===== config.mk =====
export PLATFORM = sky130hd
export DESIGN_NAME = sup_reset_supervisor
export DESIGN_NICKNAME = d
export VERILOG_FILES = /design/src/rtl/sup_pkg.sv /design/src/rtl/sup_wdt_core.sv /design/src/rtl/sup_hold_stretch.sv /design/src/rtl/sup_reset_supervisor.sv
export SDC_FILE = /design/constraint.sdc
export NUM_CORES = 1
export LEC_CHECK = 0
export ABC_AREA = 1
export BUFFER_PORTS_ARGS = -buffer_cell sky130_fd_sc_hd__buf_2
export CORE_MARGIN = 2
export CORE_UTILIZATION = 40
export CTS_CLUSTER_SIZE = 25
export DETAILED_ROUTE_END_ITERATION = 7
export SYNTH_ARGS = -nofsm -noshare
export SYNTH_HDL_FRONTEND = slang
export SYNTH_SLANG_ARGS = --single-unit

===== constraint.sdc =====
create_clock -name clk -period 2.08 [get_ports clk]
set_clock_uncertainty 0.1 [all_clocks]
set_input_delay 0.52 -clock clk [delete_from_list [all_inputs] [get_ports clk]]
set_output_delay 0.52 -clock clk [all_outputs]
set_load 0.03 [all_outputs]

===== src/rtl/sup_pkg.sv =====
package sup_pkg;

    typedef enum logic [1:0] {
        SEL_QUARTER = 2'b00,
        SEL_THREEQ  = 2'b01,
        SEL_SEVENQ  = 2'b10,
        SEL_OFF     = 2'b11
    } wdt_sel_e;

    localparam wdt_sel_e SEL_AT_RESET = SEL_SEVENQ;

endpackage


===== src/rtl/sup_wdt_core.sv =====
module sup_wdt_core
    import sup_pkg::*;
#(
    parameter int T_SHORT = 8192,
    parameter int T_MID   = 24576,
    parameter int T_LONG  = 57344,
    parameter int T_HOLD  = 8192
) (
    input  logic     clk,
    input  logic     rst_n,
    input  logic     tick_en,
    input  logic     kick,
    input  logic     sel_wr,
    input  wdt_sel_e sel_in,
    input  logic     supply_hold,
    output logic     wdt_fire
);

    localparam int CW = $clog2(T_LONG + 1);
    localparam int HW = $clog2(T_HOLD + 1);

    typedef struct packed {
        wdt_sel_e        sel;
        logic            fire;
        logic [CW-1:0]   cnt;
        logic [HW-1:0]   hcnt;
    } wdt_st_t;

    wdt_st_t st_d, st_q;
    logic [CW-1:0] limit_m1;

    always_comb begin
        case (st_q.sel)
            SEL_QUARTER: limit_m1 = CW'(T_SHORT - 1);
            SEL_THREEQ:  limit_m1 = CW'(T_MID - 1);
            default:     limit_m1 = CW'(T_LONG - 1);
        endcase
    end

    always_comb begin
        st_d = st_q;
        if (sel_wr) begin
            st_d.sel = sel_in;
        end
        if (st_q.fire) begin
            if (tick_en) begin
                if (st_q.hcnt == HW'(T_HOLD - 1)) begin
                    st_d.fire = 1'b0;
                    st_d.hcnt = '0;
                    st_d.cnt  = '0;
                end else begin
                    st_d.hcnt = st_q.hcnt + 1'b1;
                end
            end
        end else if (supply_hold || st_q.sel == SEL_OFF || kick || sel_wr) begin
            st_d.cnt = '0;
        end else if (tick_en) begin
            if (st_q.cnt == limit_m1) begin
                st_d.fire = 1'b1;
                st_d.hcnt = '0;
                st_d.cnt  = '0;
            end else begin
                st_d.cnt = st_q.cnt + 1'b1;
            end
        end
    end

    always_ff @(posedge clk or negedge rst_n) begin
        if (!rst_n) begin
            st_q.sel  <= SEL_AT_RESET;
            st_q.fire <= 1'b0;
            st_q.cnt  <= '0;
            st_q.hcnt <= '0;
        end else begin
            st_q <= st_d;
        end
    end

    assign wdt_fire = st_q.fire;

    // an off setting never lets a pulse start
    a_r2_off_no_fire: assert property (@(posedge clk) disable iff (!rst_n)
        (st_q.sel == SEL_OFF && !st_q.fire) |=> !st_q.fire);

    // pulse edges only on a tick
    a_r5_fire_on_tick: assert property (@(posedge clk) disable iff (!rst_n)
        ($rose(st_q.fire) || $fell(st_q.fire)) |-> $past(tick_en));

    // a kick outside a pulse leaves the count at zero
    a_r3_kick_clears: assert property (@(posedge clk) disable iff (!rst_n)
        (kick && !st_q.fire) |=> (st_q.cnt == '0 && !st_q.fire));

    // supply hold blocks the start of a watchdog pulse
    a_r8_hold_blocks: assert property (@(posedge clk) disable iff (!rst_n)
        (supply_hold && !st_q.fire) |=> !st_q.fire);

endmodule


===== src/rtl/sup_hold_stretch.sv =====
module sup_hold_stretch #(
    parameter int T_HOLD = 8192
) (
    input  logic clk,
    input  logic rst_n,
    input  logic tick_en,
    input  logic low_volt,
    input  logic por_in,
    output logic supply_hold
);

    localparam int HW = $clog2(T_HOLD + 1);

    typedef struct packed {
        logic          hold;
        logic [HW-1:0] hcnt;
    } hold_st_t;

    hold_st_t st_d, st_q;
    logic     cond;

    assign cond = low_volt | por_in;

    always_comb begin
        st_d = st_q;
        if (cond) begin
            st_d.hold = 1'b1;
            st_d.hcnt = '0;
        end else if (st_q.hold && tick_en) begin
            if (st_q.hcnt == HW'(T_HOLD - 1)) begin
                st_d.hold = 1'b0;
                st_d.hcnt = '0;
            end else begin
                st_d.hcnt = st_q.hcnt + 1'b1;
            end
        end
    end

    always_ff @(posedge clk or negedge rst_n) begin
        if (!rst_n) begin
            st_q.hold <= 1'b1;
            st_q.hcnt <= '0;
        end else begin
            st_q <= st_d;
        end
    end

    assign supply_hold = st_q.hold;

    // a supply or power-on condition asserts the hold next cycle
    a_r6_cond_asserts: assert property (@(posedge clk) disable iff (!rst_n)
        cond |=> st_q.hold);

    // release only on a tick with the condition gone
    a_r6_release_on_tick: assert property (@(posedge clk) disable iff (!rst_n)
        $fell(st_q.hold) |-> ($past(tick_en) && !$past(cond)));

endmodule


===== src/rtl/sup_reset_supervisor.sv =====
module sup_reset_supervisor
    import sup_pkg::*;
#(
    parameter int T_SHORT = 8192,
    parameter int T_MID   = 24576,
    parameter int T_LONG  = 57344,
    parameter int T_HOLD  = 8192
) (
    input  logic       clk,
    input  logic       rst_n,
    input  logic       tick_en,
    input  logic       kick,
    input  logic       sel_wr,
    input  logic [1:0] sel_in,
    input  logic       low_volt,
    input  logic       por_in,
    output logic       sup_pd_en,
    output logic       sup_rst_n
);

    logic wdt_fire;
    logic supply_hold;

    sup_hold_stretch #(.T_HOLD(T_HOLD)) u_hold (
        .clk         (clk),
        .rst_n       (rst_n),
        .tick_en     (tick_en),
        .low_volt    (low_volt),
        .por_in      (por_in),
        .supply_hold (supply_hold)
    );

    sup_wdt_core #(
        .T_SHORT (T_SHORT),
        .T_MID   (T_MID),
        .T_LONG  (T_LONG),
        .T_HOLD  (T_HOLD)
    ) u_wdt (
        .clk         (clk),
        .rst_n       (rst_n),
        .tick_en     (tick_en),
        .kick        (kick),
        .sel_wr      (sel_wr),
        .sel_in      (wdt_sel_e'(sel_in)),
        .supply_hold (supply_hold),
        .wdt_fire    (wdt_fire)
    );

    assign sup_pd_en = wdt_fire | supply_hold;
    assign sup_rst_n = ~sup_pd_en;

    // the pin is low in the cycle after a low-voltage flag
    a_r6_pin_low: assert property (@(posedge clk) disable iff (!rst_n)
        low_volt |=> !sup_rst_n);

endmodule


==> results of run 1 <==
[critical path, stage by stage, from the launching register on]
cell and delay, ns:
dfrtp_1 0.41, ha_1 0.21, nand3_1 0.11, inv_1 0.10, nand2_1 0.12, inv_2 0.11
nand3_2 0.11, nand2_2 0.18, nand2_4 0.12, nand2_1 0.08, o21ai_0 0.08
[area by class of cell]
cell class | count | area, um2
clock buffer | 6 | 82.6
clock inverter | 2 | 15.0
fill | 766 | 3930
inverter | 47 | 176
multi-input combinational | 280 | 1490
sequential | 48 | 1200
tap | 99 | 124
timing repair buffer | 18 | 123
[where the power goes]
part | internal, mW | switching (mW)
combinational | 0.0212 | 0.0570
clock | 0.270 | 0.325
sequential | 0.941 | 0.00478
[what timing repair did]
action | 4_1_cts | 5_1_grt
setup buffers | 0 | 0
hold endpoints to repair | 0 | 0
endpoints found under the setup margin | 0 | 8
hold buffers | 0 | 0
resized for setup | 0 | 3
[flip-flops by register name, summed over array words and instances (netlist names)]
register / cells
u_wdt.st_q: 32
u_hold.st_q: 14
u_hold.supply_hold: 1
u_wdt.wdt_fire: 1
[layout by cell type, fill, tap and decap left out]
cell type   netlist  final
a21oi_1           4      4
a21oi_4           1      1
a31oi_1           2      2
and3_1            1      1
buf_12            0      1
buf_2             3     10
buf_4             0      7
clkbuf_8          0      6
clkinvlp_4        0      2
dfrtp_1          46     46
dfstp_2           2      2
ha_1              3      3
inv_1            45     44
inv_2             2      3
nand2_1         112    112
nand2_2           4      3
nand2_4           3      4
nand3_1          38     38
nand3_2          11     11
nand3_4           1      1
nand3b_1          6      6
nand4_1           5      5
nor2_1           37     36
nor2_2            1      2
nor2_4            3      3
nor3_1            6      6
nor3_2            1      1
o21ai_0          12     12
o21ai_1           1      1
o21bai_1          3      3
o22ai_1           1      1
o41ai_1           2      2
or2_2             4      4
xnor2_1           3      3
xor2_1           15     15
[cell families after synthesis]
| kind of cell | after synthesis |
|---|---|
| AOI/OAI and AO/OA | 26 |
| xor gates and xnor gates | 18 |
| adders and majority gates | 3 |
| buffers and inverters | 52 |
| DFF | 48 |
| and+or+nand+nor | 233 |
[cell usage after synthesis, drive strengths merged]
cell type | count | share of area
o22ai | 1 | 0.0022
o21ai | 13 | 0.022
a21oi | 5 | 0.013
inv | 47 | 0.061
xnor2 | 3 | 0.0091
o21bai | 3 | 0.0078
dfstp | 2 | 0.018
xor2 | 15 | 0.045
nand3 | 50 | 0.11
nand3b | 6 | 0.016
nor3 | 7 | 0.014
nand4 | 5 | 0.011
or2 | 4 | 0.0086
o41ai | 2 | 0.0060
and3 | 1 | 0.0022
nand2 | 119 | 0.17
buf | 5 | 0.013
a31oi | 2 | 0.0043
ha | 3 | 0.013
nor2 | 41 | 0.062
dfrtp | 46 | 0.40
[path summary, 6_finish.rpt]
check	to	cells past startpoint	startpoint	slack, ns
setup / recovery	u_wdt.st_q[14]	10	u_wdt.st_q[0]	0.22
hold / removal	u_wdt.st_q[29]	1	rst_n	0.02
setup reg to reg	u_wdt.st_q[14]	10	u_wdt.st_q[0]	0.22
hold reg to reg	u_hold.supply_hold	2	u_hold.supply_hold	0.39
max in group asynchronous	u_hold.supply_hold	2	rst_n	1.29
min in group clk	u_wdt.st_q[32]	2	sel_wr	0.31
[per-layer routing]
metal  track usage  wire (um)  vias to the layer above  share of wire
met5             0          0                        -              0
met1         0.219       2850                     1124           0.50
met2         0.269       2710                       21           0.47
li1              -          -                     1247              -
met3        0.0286        121                        6          0.021
met4        0.0434         70                        0          0.012
==> flow_metrics.tcl, run 1 <==
set metrics [dict create \
    cp.required_ns 2.17 \
    cts_root_buffer "clkbuf_8" \
    maxCapViolations 0 \
    drtIter0Drc 102 \
    area_growth_pct 10.8 \
    antenna_found_initial 0 \
    yosys.area_share.simple 0.388 \
    synth_xor_area_frac 0.0544 \
    synthAdderAreaFrac 0.0130 \
    worst-setup-path-type "reg2reg" \
    cts_buffers 5 \
    grt_pass1_vias 2257 \
    placed_area_mm2 0.00311 \
    yosys.cell_types.count 32 \
    postSynthCellCount 380 \
    startpoint_type "flip-flop" \
    timing.final.crit_share 0.892 \
    fin_ws_ns 0.224 \
    grt_max_degree 34 \
    slew_headroom 0.730 \
    outcome "complete, no violations" \
    vias 2398 \
    p_leak_nw 1.63 \
    num_antenna_cells 0 \
    rows 31 \
    chipHeight_um 89.1 \
    arrival_ns 1.95 \
    finalMaxSlewViolations 0 \
    hold_path.class "in2async" \
    p_total_mw 1.62 \
    power.density_mw_per_mm2 504 \
    die_w_um 89.1 \
    htreeDepth 2 \
    syn_nets 392 \
    track_usage 0.162 \
    dp_hpwl_mm 4.34 \
    clkTransAtPathRegs_ns 0.10 \
    yosysSeqAreaShare 0.416 \
    core_mm2 0.00714 \
    final_core_util 0.450 \
    rsz0062_at_grt "no" \
    holdWs_ns 0.0233 \
    syn_avg_cell_area_um2 7.62 \
    post-route-min-period_ns 1.86 \
    setup_violations 0 \
    die_area_mm2 0.00794 \
    drc 0 \
    clock_latency_ns 0.31 \
    clockBufferDepth 2 \
    synth_area_mm2 0.00290 \
    instances_no_fill 500 \
    tritoncts "yes" \
    firstDrtPassIters 4 \
    grt_overflow 0 \
    yosysWarnings 0 \
    muxShareOfSynthArea 0 \
    start_util 0.406 \
    cts_sinks 48 \
    cp_max_fo 10 \
    tightest_slew_ns 0.405 \
    worstSetupEndpointType "flip-flop" \
    final_nets 412 \
    finalInstanceArea_mm2 0.00321 \
    dp.cells 492 \
    ant_nets 0 \
    ys_seq_elements 48 \
    max_freq_ghz 0.539 \
    grt_pass1_wl_mm 10.2 \
    dp_slack_ns 0.171 \
    ir_drop_uv 231 \
    hold_viol_final 0 \
    drive_gt1_frac 0.152 \
    port_buffers 10 \
    wl_per_cell_um 11.5 \
    synth_compound_area_frac 0.0553 \
    tns_ns 0 \
    pin_count 11 \
    finalWirelength_mm 5.76 \
    gp_congestion 0.874 \
    via_per_inst 4.80 \
    synth_top_family_by_area "simple AND/OR/NAND/NOR gates" \
]
Note: power is estimated with default switching activity, not from simulation.
==> inputs of run 2 (changes only) <==
==> constraint.sdc (replaced) <==
create_clock -name clk -period 2.4 [get_ports clk]
set_clock_uncertainty 0.1 [all_clocks]
set_input_delay 0.6 -clock clk [delete_from_list [all_inputs] [get_ports clk]]
set_output_delay 0.6 -clock clk [all_outputs]
set_load 0.03 [all_outputs]
==> run 2 against run 1 <==
Die area stayed put; worst setup slack improved by 0.15 ns; design area fell by 0.16%; critical path depth down 1; via count down 1.3%; first-iteration DRC count fell by 26%; critical path type unchanged; largest cell class unchanged; largest power group unchanged.
==> flow_metrics.tcl, run 2 (synthesized netlist as in run 1, its figures left out) <==
set metrics [dict create \
    outcome "complete, no violations" \
    mostFrequentLayoutCell "nand2_1" \
    drc 0 \
    firstDrtPassIters 4 \
    post-route-min-period_ns 2.02 \
    drive_gt1_frac 0.136 \
    p_seq_frac 0.513 \
    antenna_found_initial 0 \
    cts_root_buffer "clkbuf_8" \
    finalMaxSlewViolations 0 \
    instances_no_fill 495 \
    grt_pass1_wl_mm 10.2 \
    vias 2366 \
    rows 31 \
    most-common-layout-cells "nand2_1, dfrtp_1, inv_1" \
    post_cts_resized 0 \
    htreeDepth 2 \
    pin_count 11 \
    clkTransAtPathRegs_ns 0.09 \
    slew_headroom 0.645 \
    startpoint_type "flip-flop" \
    worst-setup-path-type "reg2reg" \
    tns_ns 0 \
    grt_overflow 0 \
    rsz0062_at_grt "no" \
    cts_hold_buffers 0 \
    clock_latency_ns 0.31 \
    ant_nets 0 \
    cpLargestDelayFamily "simple AND/OR/NAND/NOR gates" \
    tritoncts "yes" \
    port_buffers 10 \
    drtIter0Drc 75 \
    p_sw_mw 0.345 \
    cts_buffers 5 \
    dp_hpwl_mm 4.19 \
    die_w_um 89.1 \
    die_area_mm2 0.00794 \
    setup_violations 0 \
    max_freq_ghz 0.494 \
    gp_congestion 0.863 \
    r2r_slack_ns 0.38 \
    path_buf_inv 2 \
    comb_power_share 0.042 \
    largestRegisters "u_wdt.st_q (32), u_hold.st_q (14)" \
    area_growth_pct 10.7 \
    arrival_ns 2.17 \
    max_stage_delay_ns 0.42 \
    chipHeight_um 89.1 \
    hold_viol_final 0 \
    clockBufferDepth 2 \
    grt_pass1_vias 2304 \
    cts_setup_buffers 0 \
    track_usage 0.163 \
    cts_sinks 48 \
    p_leak_nw 1.63 \
    grt_max_degree 28 \
    wl_per_cell_um 11.6 \
    hold_path.class "in2async" \
    final_core_util 0.449 \
    via_per_inst 4.78 \
    num_antenna_cells 0 \
    maxCapViolations 0 \
    finalWirelength_mm 5.74 \
    dp.cells 487 \
    start_util 0.406 \
    largest_reg_flops 32 \
    timing.final.crit_share 0.843 \
    final_nets 407 \
    tightest_slew_ns 0.530 \
    path_cells "ha_1, nand3_1, inv_1, nand2_1, nor2_1, a31oi_1, buf_4, nand3_1, nand2_1" \
    core_mm2 0.00714 \
    p_sw_frac 0.216 \
    ir_drop_uv 212 \
    worstSetupEndpointType "flip-flop" \
    cp_max_fo 6 \
    largest-register "u_wdt.st_q" \
    power.density_mw_per_mm2 498 \
    worst_path_max_delay_cell "dfrtp_1" \
    cp.required_ns 2.54 \
    p_int_mw 1.25 \
    p_clk_frac 0.445 \
]
## run 2: cell types whose count changed in the layout (fill, tap and decap cells not counted), sizes merged
cell | before | now
clkbuf | 6 | 5
bufinv | 0 | 2
buf | 18 | 13
inv | 47 | 48
clkinvlp | 2 | 0
## run 2: layout make-up
class                           count  area (um2)
Clock inverter                      3        68.8
Tap cell                           99         124
Timing Repair Buffer               13        85.1
Inverter                           47         176
Clock buffer                        5        68.8
Sequential cell                    48        1200
Multi-Input combinational cell    280        1480
Fill cell                         729        3930
## run 2: worst paths after layout
check | endpoint | cells after the start | startpoint
min in group clk | u_wdt.st_q[32] | 2 | sel_wr
setup reg to reg | u_wdt.st_q[3] | 9 | u_wdt.st_q[0]
hold / removal | u_wdt.st_q[28] | 1 | rst_n
setup / recovery | u_wdt.st_q[3] | 9 | u_wdt.st_q[0]
hold reg to reg | u_hold.supply_hold | 2 | u_hold.supply_hold
max in group asynchronous | u_hold.supply_hold | 2 | rst_n
## run 2: worst register-to-register path: cells and delay by family, from the launching register on
kind | cells | cell delay [ns]
flip-flops | 1 | 0.42
AND/OR/NAND/NOR | 5 | 0.47
buffers and inverters | 2 | 0.31
adder cells (fa/ha/maj) | 1 | 0.23
AO/OA/AOI/OAI | 1 | 0.41
## run 2: power groups by stage
| stage | registers, mW | logic, mW | clock network, mW |
|---|---|---|---|
| final | 0.820 | 0.0668 | 0.710 |
| after global routing | 0.822 | 0.0785 | 0.765 |
| after CTS | 0.820 | 0.0689 | 0.733 |
| after detailed placement | 0.836 | 0.0686 | 0 |
| after global placement | 0.835 | 0.0681 | 0 |
| after floorplan | 0.835 | 0.0319 | 0 |
## run 2: metal layers
layer  vias up  share of wire  GRT usage
met3         9          0.023     0.0314
li1       1238              -          -
met1      1095           0.50      0.216
met5         -              0          0
met4         0          0.017     0.0597
met2        24           0.46      0.265
## run 2: metrics by stage
stage	setup slack, ns	power [mW]	hold slack [ns]	area (um2)
2_1_floorplan	0.403	0.867	0.204	2900
3_5_place_dp	0.306	0.904	0.376	3070
4_1_cts	0.387	1.62	0.169	3210
3_3_place_gp	0.331	0.904	0.372	3070
5_1_grt	0.160	1.66	0.186	3210
6_report	0.378	1.60	0.159	3210
==> inputs of run 3 (changes only) <==
==> constraint.sdc (replaced) <==
create_clock -name clk -period 1.71 [get_ports clk]
set_clock_uncertainty 0.1 [all_clocks]
set_input_delay 0.4275 -clock clk [delete_from_list [all_inputs] [get_ports clk]]
set_output_delay 0.4275 -clock clk [all_outputs]
set_load 0.03 [all_outputs]
==> run 3 against run 2 <==
The flow now finishes with violations (negative hold slack, negative setup slack); first-iteration DRC count rose by 68%; critical path depth fell by 5; worst hold slack got worse by 0.17 ns; global-route usage rose by 0.47 points; via count rose by 6.5%; worst setup slack got worse by 0.38 ns; core utilization rose by 6.6 points; largest cell class unchanged; sequential share of layout area fell by 4.8 points; critical path type is now reg2out; routed wire length rose by 9.7%; sequential cell count did not move; register-to-register slack got worse by 0.35 ns.
==> flow_metrics.tcl, run 3 (synthesized netlist as in run 1, its figures left out) <==
set metrics [dict create \
    final_core_util 0.516 \
    mostFrequentLayoutCell "nand2_1" \
    grt_max_degree 49 \
    die_w_um 89.1 \
    drive_gt1_frac 0.285 \
    finalMaxSlewViolations 0 \
    num_antenna_cells 0 \
    die_area_mm2 0.00794 \
    grt_overflow 0 \
    instances_no_fill 534 \
    vias 2519 \
    chipHeight_um 89.1 \
    track_usage 0.167 \
    worst-setup-path-type "reg2out" \
    ant_nets 0 \
    cts_root_buffer "clkbuf_8" \
    area_growth_pct 27.0 \
    power.density_mw_per_mm2 610 \
    gp_congestion 0.841 \
    dp_hpwl_mm 4.54 \
    largestRegisters "u_wdt.st_q (32), u_hold.st_q (14)" \
    clkTransAtPathRegs_ns 0.09 \
    finalWirelength_mm 6.30 \
    rows 31 \
    fin_ws_ns -0.000444 \
    port_buffers 10 \
    htreeDepth 2 \
    clockBufferDepth 2 \
    startpoint_type "flip-flop" \
    largest-register "u_wdt.st_q" \
    core_mm2 0.00714 \
    wl_per_cell_um 11.8 \
    outcome "complete, but fails checks" \
    rsz0062_at_grt "yes" \
    slew_headroom 0.786 \
    ir_drop_uv 366 \
    cts_hold_buffers 0 \
    grt_pass1_wl_mm 10.6 \
    pin_count 11 \
    drtIter0Drc 126 \
    cp.required_ns 1.18 \
    setup_violations 1 \
    drc 0 \
    cp_max_fo 3 \
    timing.final.crit_share 1.00 \
    dp.cells 520 \
    hold_viol_final 4 \
    maxCapViolations 0 \
    firstDrtPassIters 4 \
    tritoncts "yes" \
    antenna_found_initial 0 \
    p_leak_nw 1.83 \
    cts_buffers 5 \
    largest_reg_flops 32 \
    finalInstanceArea_mm2 0.00368 \
    placed_area_mm2 0.00332 \
    most-common-layout-cells "nand2_1, dfrtp_1, inv_1" \
    tightest_slew_ns 0.317 \
    worstSetupEndpointType "primary output" \
    grt_pass1_vias 2427 \
    holdWs_ns -0.0113 \
    clock_latency_ns 0.30 \
    violations "negative hold slack, negative setup slack" \
    via_per_inst 4.72 \
    hold_path.class "in2async" \
    post-route-min-period_ns 1.71 \
    cts_sinks 48 \
    tns_ns -0.000444 \
    start_util 0.406 \
    max_freq_ghz 0.585 \
    final_nets 446 \
    arrival_ns 1.18 \
]
[run 3: changes by cell type in the layout (fill, tap and decap cells not counted), sizes merged]
cell    delta
buf       +39
inv        -1
clkbuf     +1
[run 3: layout make-up]
class                           instances  area (um2)
Multi-Input combinational cell        280        1640
Clock inverter                          2        60.1
Sequential cell                        48        1200
Fill cell                             716        3460
Timing Repair Buffer                   52         398
Tap cell                               99         124
Clock buffer                            6        72.6
Inverter                               47         179
[run 3: worst max-delay path: stages, from the launching register on]
cell,delay [ns]
dfstp_2,0.56
buf_6,0.11
nor2_4,0.04
inv_2,0.06
buf_6,0.12
[run 3: what timing repair did]
| item | 4_1_cts | 5_1_grt |
|---|---|---|
| hold endpoints to repair | 0 | 0 |
| pin swaps | 1 | 12 |
| endpoints found under the setup margin | 39 | 45 |
| buffers inserted | 0 | 6 |
| resized for setup | 16 | 37 |
[run 3: stage by stage]
stage          worst slack [ns]  total power [mW]
4_1_cts                 -0.0111              2.27
5_1_grt                 -0.0765              2.34
3_5_place_dp            -0.0821              1.29
2_1_floorplan            0.0220              1.22
3_3_place_gp            -0.0482              1.29
6_report              -0.000444              2.24
[run 3: power breakdown]
group | switching, mW | internal [mW] | total (mW)
combinational | 0.0832 | 0.0500 | 0.133
clock | 0.376 | 0.585 | 0.961
sequential | 0.00621 | 1.14 | 1.15
[run 3: path summary, 6_finish.rpt]
kind / startpoint / to / slack, ns / cells past startpoint
hold reg to reg: u_hold.st_q[1] / u_hold.st_q[1] / 0.43 / 2
setup / recovery: u_hold.supply_hold / sup_pd_en / -0.0004 / 4
min in group clk: sel_wr / u_wdt.st_q[32] / 0.24 / 2
setup reg to reg: u_wdt.st_q[15] / u_wdt.st_q[11] / 0.03 / 10
max in group asynchronous: rst_n / u_wdt.st_q[32] / 1.23 / 2
hold / removal: rst_n / u_hold.st_q[6] / -0.01 / 2
[run 3: layer usage]
| metal | routed length (um) | GRT usage | share of wire | up-vias |
|---|---|---|---|---|
| met5 | 0 | 0 | 0 | - |
| met4 | 71 | 0.0448 | 0.011 | 0 |
| met3 | 158 | 0.0323 | 0.025 | 6 |
| met2 | 3030 | 0.283 | 0.48 | 35 |
| met1 | 3040 | 0.220 | 0.48 | 1161 |
| li1 | - | - | - | 1317 |
